[config.mk]
export PLATFORM = sky130hd
export DESIGN_NAME = cal_coef_bank
export DESIGN_NICKNAME = d
export VERILOG_FILES = /design/src/rtl/calbank_pkg.sv /design/src/rtl/calbank_store.sv /design/src/rtl/calbank_result.sv /design/src/rtl/calbank_xfer_ctrl.sv /design/src/rtl/cal_coef_bank.sv
export SDC_FILE = /design/constraint.sdc
export NUM_CORES = 1
export LEC_CHECK = 0
export ABC_AREA = 0
export ABC_CLOCK_PERIOD_IN_PS = 3700
export CAP_MARGIN = 20
export CORE_MARGIN = 5
export CORE_UTILIZATION = 45
export DETAILED_ROUTE_END_ITERATION = 16
export DONT_BUFFER_PORTS = 1
export PLACE_DENSITY = 0.69
export SYNTH_ARGS = -nofsm -noshare
export SYNTH_HDL_FRONTEND = slang
export SYNTH_SLANG_ARGS = --single-unit
[constraint.sdc]
create_clock -name clk -period 3.7 [get_ports clk]
set_input_delay 0.37 -clock clk [delete_from_list [all_inputs] [get_ports clk]]
set_output_delay 0.37 -clock clk [all_outputs]
set_load 0.01 [all_outputs]
[src/rtl/calbank_pkg.sv]
package calbank_pkg;
    typedef enum logic [2:0] {
        ST_IDLE,
        ST_DATA_RD,
        ST_DATA_SINK,
        ST_COEF_RD,
        ST_COEF_WR
    } xfer_state_t;

    localparam logic [2:0] RS_DATA = 3'b101;
    localparam logic [2:0] RS_ZERO = 3'b110;
    localparam logic [2:0] RS_GAIN = 3'b111;

    localparam int COEF_W  = 24;
    localparam int SHORT_W = 16;

    localparam logic [COEF_W-1:0] ZERO_RST = 24'h1F4000;
    localparam logic [COEF_W-1:0] GAIN_RST = 24'h5761AB;
endpackage

[src/rtl/calbank_store.sv]
module calbank_store
    import calbank_pkg::*;
#(
    parameter int NCH = 3,
    parameter int CHW = 2,
    parameter int W   = COEF_W
) (
    input  logic           clk,
    input  logic           rst_n,
    input  logic           wr_en,
    input  logic           wr_fs,
    input  logic [CHW-1:0] wr_ch,
    input  logic [W-1:0]   wr_data,
    input  logic [CHW-1:0] rd_ch,
    output logic [W-1:0]   zs_rd,
    output logic [W-1:0]   fs_rd
);
    logic [W-1:0] zs_q [NCH];
    logic [W-1:0] fs_q [NCH];

    for (genvar g = 0; g < NCH; g++) begin : g_pair
        always_ff @(posedge clk) begin
            if (!rst_n) begin
                zs_q[g] <= W'(ZERO_RST);
                fs_q[g] <= W'(GAIN_RST);
            end else if (wr_en && wr_ch == CHW'(g)) begin
                if (wr_fs) fs_q[g] <= wr_data;
                else       zs_q[g] <= wr_data;
            end
        end
    end

    always_comb begin
        zs_rd = '0;
        fs_rd = '0;
        for (int i = 0; i < NCH; i++) begin
            if (rd_ch == CHW'(i)) begin
                zs_rd = zs_q[i];
                fs_rd = fs_q[i];
            end
        end
    end
endmodule

[src/rtl/calbank_result.sv]
module calbank_result
    import calbank_pkg::*;
#(
    parameter int W = COEF_W
) (
    input  logic         clk,
    input  logic         rst_n,
    input  logic         conv_valid,
    input  logic [W-1:0] conv_data,
    input  logic         coef_access,
    output logic [W-1:0] data_q,
    output logic         result_suspect
);
    logic dirty_q;

    always_ff @(posedge clk) begin
        if (!rst_n) begin
            data_q         <= '0;
            result_suspect <= 1'b0;
            dirty_q        <= 1'b0;
        end else if (conv_valid) begin
            data_q         <= conv_data;
            result_suspect <= dirty_q | coef_access;
            dirty_q        <= coef_access;
        end else if (coef_access) begin
            dirty_q <= 1'b1;
        end
    end
endmodule

[src/rtl/calbank_xfer_ctrl.sv]
module calbank_xfer_ctrl
    import calbank_pkg::*;
#(
    parameter int NCH = 3,
    parameter int CHW = 2,
    parameter int W   = COEF_W
) (
    input  logic           clk,
    input  logic           rst_n,
    input  logic           cmd_valid,
    input  logic [2:0]     cmd_rs,
    input  logic           cmd_rd,
    input  logic [CHW-1:0] chan_sel,
    input  logic           word24,
    input  logic           cal_busy,
    input  logic           abort,
    input  logic           shift_en,
    input  logic           bit_in,
    input  logic [W-1:0]   zs_rd,
    input  logic [W-1:0]   fs_rd,
    input  logic [W-1:0]   data_val,
    output logic           bit_out,
    output logic           coef_access,
    output logic           xfer_active,
    output logic           wr_en,
    output logic           wr_fs,
    output logic [CHW-1:0] wr_ch,
    output logic [W-1:0]   wr_data
);
    localparam int CW = $clog2(W + 1);
    localparam logic [CW-1:0] LEN_FULL  = CW'(W);
    localparam logic [CW-1:0] LEN_SHORT = CW'(SHORT_W);

    xfer_state_t    state_q, state_d;
    logic [W-1:0]   sh_q;
    logic [CW-1:0]  cnt_q, len_q;
    logic [CHW-1:0] ch_q;
    logic           fs_q;

    logic coef_cmd, ch_ok, last_bit;

    assign coef_cmd = (cmd_rs == RS_ZERO) || (cmd_rs == RS_GAIN);
    assign ch_ok    = int'(chan_sel) < NCH;
    assign last_bit = shift_en && (cnt_q == len_q - CW'(1));

    // next-state decision
    always_comb begin
        state_d = state_q;
        unique case (state_q)
            ST_IDLE: begin
                if (cmd_valid) begin
                    if (cmd_rs == RS_DATA)
                        state_d = cmd_rd ? ST_DATA_RD : ST_DATA_SINK;
                    else if (coef_cmd && ch_ok && !cal_busy)
                        state_d = cmd_rd ? ST_COEF_RD : ST_COEF_WR;
                end
            end
            ST_DATA_RD, ST_DATA_SINK, ST_COEF_RD, ST_COEF_WR: begin
                if (abort || last_bit) state_d = ST_IDLE;
            end
            default: state_d = ST_IDLE;
        endcase
    end

    // state register and shift path
    always_ff @(posedge clk) begin
        if (!rst_n) begin
            state_q <= ST_IDLE;
            sh_q    <= '0;
            cnt_q   <= '0;
            len_q   <= LEN_FULL;
            ch_q    <= '0;
            fs_q    <= 1'b0;
        end else begin
            state_q <= state_d;
            if (state_q == ST_IDLE) begin
                cnt_q <= '0;
                if (cmd_valid) begin
                    len_q <= (cmd_rs == RS_DATA && !word24) ? LEN_SHORT : LEN_FULL;
                    ch_q  <= chan_sel;
                    fs_q  <= cmd_rs[0];
                    sh_q  <= (cmd_rs == RS_DATA) ? data_val :
                             (cmd_rs[0] ? fs_rd : zs_rd);
                end
            end else if (shift_en && !abort) begin
                sh_q  <= {sh_q[W-2:0], bit_in};
                cnt_q <= cnt_q + CW'(1);
            end
        end
    end

    // outputs
    always_comb begin
        bit_out     = 1'b0;
        coef_access = 1'b0;
        wr_en       = 1'b0;
        unique case (state_q)
            ST_IDLE:      ;
            ST_DATA_RD:   bit_out = sh_q[W-1];
            ST_DATA_SINK: ;
            ST_COEF_RD: begin
                bit_out     = sh_q[W-1];
                coef_access = 1'b1;
            end
            ST_COEF_WR: begin
                coef_access = 1'b1;
                wr_en       = last_bit && !abort;
            end
            default: ;
        endcase
    end

    assign xfer_active = (state_q != ST_IDLE);
    assign wr_fs       = fs_q;
    assign wr_ch       = ch_q;
    assign wr_data     = {sh_q[W-2:0], bit_in};
endmodule

[src/rtl/cal_coef_bank.sv]
module cal_coef_bank
    import calbank_pkg::*;
#(
    parameter int NCH = 3,
    parameter int CHW = 2,
    parameter int W   = COEF_W
) (
    input  logic           clk,
    input  logic           rst_n,
    input  logic           cmd_valid,
    input  logic [2:0]     cmd_rs,
    input  logic           cmd_rd,
    input  logic [CHW-1:0] chan_sel,
    input  logic           word24,
    input  logic           cal_busy,
    input  logic           abort,
    input  logic           shift_en,
    input  logic           bit_in,
    output logic           bit_out,
    input  logic           conv_valid,
    input  logic [W-1:0]   conv_data,
    output logic           coef_access,
    output logic           result_suspect
);
    logic           xfer_active;
    logic           wr_en, wr_fs;
    logic [CHW-1:0] wr_ch;
    logic [W-1:0]   wr_data, zs_rd, fs_rd, data_q;

    calbank_xfer_ctrl #(.NCH(NCH), .CHW(CHW), .W(W)) u_ctrl (
        .clk(clk), .rst_n(rst_n),
        .cmd_valid(cmd_valid), .cmd_rs(cmd_rs), .cmd_rd(cmd_rd),
        .chan_sel(chan_sel), .word24(word24), .cal_busy(cal_busy),
        .abort(abort), .shift_en(shift_en), .bit_in(bit_in),
        .zs_rd(zs_rd), .fs_rd(fs_rd), .data_val(data_q),
        .bit_out(bit_out), .coef_access(coef_access), .xfer_active(xfer_active),
        .wr_en(wr_en), .wr_fs(wr_fs), .wr_ch(wr_ch), .wr_data(wr_data)
    );

    calbank_store #(.NCH(NCH), .CHW(CHW), .W(W)) u_store (
        .clk(clk), .rst_n(rst_n),
        .wr_en(wr_en), .wr_fs(wr_fs), .wr_ch(wr_ch), .wr_data(wr_data),
        .rd_ch(chan_sel), .zs_rd(zs_rd), .fs_rd(fs_rd)
    );

    calbank_result #(.W(W)) u_result (
        .clk(clk), .rst_n(rst_n),
        .conv_valid(conv_valid), .conv_data(conv_data),
        .coef_access(coef_access),
        .data_q(data_q), .result_suspect(result_suspect)
    );
endmodule

-- Word-level counts from Yosys, hierarchy flattened
Memory sizes are Yosys's and may differ from the RTL's.
Cells that the tools add are included.
- add/subtract/negate cells: 2
- magnitude comparators: 1
- eq/ne operators: 15
- multiplexer cells: 51
- bitwise operators: 8
- reduce and logical (&&, ||, !) cells: 26
- operators with widths (operator ; count):
    24-bit 2-to-1 mux ; 17
    1-bit 2-to-1 mux ; 26
    3-bit 2-to-1 mux ; 5
    3-bit equality test (second input constant) ; 4
    1-bit logical AND ; 9
    1-bit bitwise OR ; 7
    3-bit by 2-bit equality test with 1-bit output (second input constant) ; 2
    3-bit case mux with 2 select lines ; 1
    2-bit OR reduction ; 3
    5-bit by 1-bit adder with 5-bit output (second input constant) ; 1
    5-bit equality test ; 1
    5-bit by 1-bit subtractor with 5-bit output (second input constant) ; 1
    2-bit by 1-bit equality test with 1-bit output (second input constant) ; 2
    2-bit equality test (second input constant) ; 2
    2-bit zero test ; 2
    4-bit 2-to-1 mux ; 1
    2-bit AND reduction ; 2
    2-bit nonzero test ; 2
    4-bit OR reduction ; 1
    3-bit by 1-bit equality test with 1-bit output (second input constant) ; 1
    1-bit zero test ; 3
    3-bit zero test ; 1
    3-bit by 2-bit != test with 1-bit output (second input constant) ; 1
    3-bit AND reduction ; 1
    6 further kinds ; 7
- register bits: 66
- memory bits (writable): 144
- memories: 2
- memory list (name ; depth ; width ; rd ports ; clocked after Yosys merged registers in ; wr ports ; RTL line ; text):
    u_store.fs_q ; 3 ; 24 ; 3 ; 0 ; 3 ; calbank_store.sv:19 ; logic [W-1:0] fs_q [NCH];
    u_store.zs_q ; 3 ; 24 ; 3 ; 0 ; 3 ; calbank_store.sv:18 ; logic [W-1:0] zs_q [NCH];

-- Depth between registers and ports, before layout
- depth after elaboration: 10
- depth in mapped cells: 8
- gate-level depth less buffers: 5

-- Hierarchy
Synthesis repeated with hierarchy kept, for this count alone.
- cells, all modules: 860
- area, all modules: 9705.6 um2
- modules (own cells, without submodules) (module ; instances ; cells each ; area each (um2)):
    calbank_store ; 1 ; 488 ; 6427.4
    calbank_xfer_ctrl ; 1 ; 288 ; 2278.4
    calbank_result ; 1 ; 84 ; 999.7

-- Least setup slack after synthesis
No wires, ideal clock.
- kind: reg2reg
- start point: reg u_ctrl.state_q[0]
- end point: mem u_store.zs_q[0][0] in the netlist's numbering, enable pin
- setup time: 0.442 ns
- arrival time: 3.152 ns
- data required time: 3.258 ns
- path slack: 0.106 ns
- cell stages (with the launch flop): 5
- path buffers: 1
- period minus slack after synthesis: 3.594 ns
- path through: dfxtp_1 > buf_4 > or3b_2 > or3_1 > o31ai_1
- RTL lines (element ; RTL line ; text):
    from (decl) ; calbank_xfer_ctrl.sv:34 ; xfer_state_t state_q, state_d;
    from (signal assigned) ; calbank_xfer_ctrl.sv:75 ; state_q <= state_d;
    to (decl) ; calbank_store.sv:18 ;

==> reports/qor.json <==
{
  "place_hpwl_mm": 14.66,
  "r2r_start": "u_ctrl.cnt_q[0]",
  "path_max_fanout": 36,
  "power-per-cell-area_mw_per_mm2": 481.6,
  "path_cells": "ha_1, and4b_1, o2111ai_4, nor3_4, nand2b_1",
  "placed_cells": 997,
  "post_route_cells_drive_above_1_share": 0.1432,
  "critPathCaptureType": "register",
  "grt.overflow.total": 0,
  "n_fill_cell": 1842,
  "clock_power_share": 0.389,
  "detail_route.drc_violations": 0,
  "r2r_cells": 5,
  "timing.final.crit_share": 0.7186,
  "io_buffers": 0,
  "wirelength_mm": 23.23,
  "gp_routability_congestion": 0.8530,
  "die_height_um": 155.5,
  "antenna_found_initial": 0,
  "worst-r2r-setup-slack_ns": 1.04,
  "report.final.hold_viol_count": 0,
  "cts_max_path_buffers": 3,
  "timing.rr.end": "u_store.zs_q[0][18]",
  "vias_per_cell": 6.047,
  "p_int_mw": 3.867,
  "clock_sink_count": 206,
  "area_growth_syn_to_layout_pct": 9.043,
  "period_needed_ns": 2.659,
  "synth-main-ff-cell": "edfxtp_1",
  "slowest_delay_ns": 0.89,
  "max_slew.worst_pin.slew_ns": 0.9859,
  "root_buffer_cell": "clkbuf_16",
  "hold_start": "rst_n",
  "track_usage": 0.1910,
  "cts-resized-gates": 0,
  "cp_data_required_time_ns": 3.90,
  "total_number_of_placement_rows": 53,
  "htree_num_levels": 1,
  "antenna-diode-count": 0,
  "ys_ff_latch": 206,
  "warnings_from_yosys": 0,
  "worst_ir_drop_vdd_v": 0.0003484,
  "worstHoldPathType": "input pin to register",
  "post_synthesis_mean_instance_area_sq_um": 12.33,
  "finalNonFillerCells": 1036,
  "average_wire_per_standard_cell_um": 22.42,
  "seqPwrFrac": 0.538,
  "synth_seq_area_share": 0.5838,
  "design.portCount": 42,
  "timing_max_transition_violations_final": 0,
  "drt_first_iter_violations": 570,
  "worst_ep_arrival_ns": 2.86,
  "hold_path_depth": 1,
  "outcome": "finished, final reports clean",
  "power_switching_mw": 1.139,
  "cts-buffers-inserted": 20,
  "synth_enable_flop_cells": 144,
  "worstSetupStartpointType": "register",
  "part_of_the_total_power_dissipated_in_combinational_logic": 0.073,
  "number_of_setup_violations_in_the_final_report": 0,
  "ys_async_rst_share": 0,
  "clkTransAtPathRegs_ns": 0.06,
  "holdPathEnd": "u_ctrl.sh_q[4]",
  "rsz0062_at_grt": "false",
  "num-nets-final": 788,
  "syn-instance-count": 773,
  "synth.distinct_cells": 54,
  "ant_nets": 0,
  "finClkSkew_ns": 0.02674,
  "fin_setup_tns_ns": 0,
  "die_area_sq_mm": 0.02419,
  "cts_tree": "yes",
  "fmax_mhz": 376.1,
  "grt_max_degree": 53,
  "vias": 6265,
  "syn_nets": 814,
  "first_pass_grt_wire_length_mm": 36.50,
  "clk_latency_ns": 0.50,
  "critical_path_class": "register to register",
  "switching_share": 0.2275,
  "synth.cell_area_sq_mm": 0.009533,
  "drt_pass1_iterations": 5,
  "grt_pass1_vias": 6394,
  "timing.max_slew.rel_slack": 0.3420,
  "floorplan.initialDensity": 0.4549,
  "leakagePower_nw": 3.523,
  "dieWidth_um": 155.5,
  "max_cap_violations": 0,
  "design.core.area_sq_mm": 0.02096,
  "critical_path.slowest_cell": "nor3_4",
  "report.power.total_mw": 5.006
}
==> timing repair <==
action,in CTS,in global routing
hold buffers,2,1
endpoints found under the hold margin,2,1
setup buffers,0,0
==> sequential cells by signal, summed over array words and instances (netlist names) <==
| name | count |
|---|---|
| u_ctrl.len_q | 1 |
| u_ctrl.state_q | 3 |
| u_ctrl.sh_q | 24 |
| u_store.zs_q | 72 |
| u_ctrl.cnt_q | 5 |
| u_ctrl.wr_fs | 1 |
| u_store.fs_q | 72 |
| u_ctrl.wr_ch | 2 |
| u_result.result_suspect | 1 |
| u_result.data_q | 24 |
| u_result.dirty_q | 1 |
==> synth_stat cells (3+ instances only) <==
library cell	count	area share
edfxtp_1	144	0.45
and2_1	87	0.057
dfxtp_1	62	0.13
nor2_1	50	0.020
mux2_2	47	0.056
clkbuf_1	36	0.014
a221oi_1	34	0.031
or3_1	34	0.022
nand2_1	31	0.012
nand2b_1	27	0.018
mux2i_1	25	0.026
o211ai_1	24	0.019
buf_2	22	0.012
o2111ai_1	18	0.017
o2111a_1	17	0.020
a221o_1	13	0.014
a21oi_1	10	0.0053
o21ai_0	8	0.0042
a21o_1	7	0.0055
a31oi_1	7	0.0046
nand3_1	7	0.0037
o21ai_1	7	0.0037
inv_1	6	0.0024
nand4_1	4	0.0026
nor2b_1	4	0.0026
and3b_1	3	0.0028
buf_6	3	0.0035
xor2_1	3	0.0028
==> per-layer routing <==
metal | routed length (um) | vias to the layer above | GRT usage
met5 | 0 | - | 0
met4 | 435 | 0 | 0.05127
met3 | 2258 | 33 | 0.04244
met2 | 10800 | 271 | 0.3037
met1 | 9735 | 3078 | 0.2671
li1 | - | 2883 | -
==> power by group through the flow <==
stage          Clock [mW]  Sequential [mW]  Combinational, mW
6_report             1.95             2.69              0.366
5_1_grt              2.08             2.70              0.398
4_1_cts              1.98             2.69              0.364
3_5_place_dp            0             2.74              0.360
3_3_place_gp            0             2.73              0.350
2_1_floorplan           0             2.69              0.304
==> logic make-up after synthesis <==
logic type | count (synthesis) | share of synthesized area
buffers and inverters | 73 | 0.03491
adders and majority gates | 2 | 0.002625
DFF | 206 | 0.5838
muxes | 72 | 0.08177
xor gates and xnor gates | 4 | 0.003676
and+or+nand+nor | 264 | 0.1609
AOI/OAI and AO/OA | 152 | 0.1323
==> cell usage in the layout (no fill, tap or decap), types with 10 or more instances in the layout <==
master,netlist,final
a221o_1,13,13
or3_1,34,34
o2111a_1,17,17
a221oi_1,34,34
nand2_1,31,31
mux2i_1,25,25
dfxtp_1,62,62
nand2b_1,27,27
edfxtp_1,144,144
a21oi_1,10,10
and2_1,87,87
mux2_2,47,47
buf_4,2,15
o211ai_1,24,24
clkbuf_16,0,21
nor2_1,50,50
o2111ai_1,18,18
==> final cells by class <==
type                            instances  area (sq um)  area share
Sequential cell                       206          5565      0.5354
Inverter                                7         26.28    0.002528
Clock buffer                           33         610.6     0.05874
Tap cell                              275         344.1     0.03310
Timing Repair Buffer                   18         142.6     0.01372
Clock inverter                          3         13.76    0.001324
Multi-Input combinational cell        494          3692      0.3552
==> through the flow <==
step           utilization  hold WS [ns]  setup WS, ns  cell area, sq um
3_5_place_dp        0.4648        0.4640         1.038              9741
6_report            0.4961       0.01004         1.041             10400
3_3_place_gp        0.4648        0.4600         1.147              9741
4_1_cts             0.4956     0.0004426         1.013             10390
2_1_floorplan            -        0.4342        0.1062              9533
5_1_grt             0.4961      0.003995        0.8195             10400
==> worst max-delay path, delay by kind of cell (launching register included) <==
family | cells | cell delay, ns
AOI/OAI and AO/OA | 1 | 0.45
and+or+nand+nor | 3 | 1.30
adders and majority gates | 1 | 0.21
DFF | 1 | 0.38
==> worst max-delay path by stage <==
stage | to | cells past startpoint | start
2_1_floorplan | u_store.zs_q[0][0] | 4 | u_ctrl.state_q[0]
3_3_place_gp | u_store.zs_q[0][16] | 5 | u_ctrl.cnt_q[0]
3_5_place_dp | u_store.zs_q[0][14] | 5 | u_ctrl.cnt_q[0]
4_1_cts | u_store.zs_q[0][18] | 5 | u_ctrl.cnt_q[0]
5_1_grt | u_store.zs_q[0][17] | 5 | u_ctrl.cnt_q[0]
6_report | u_store.zs_q[0][18] | 5 | u_ctrl.cnt_q[0]
Note: power is estimated with default switching activity, not from simulation.
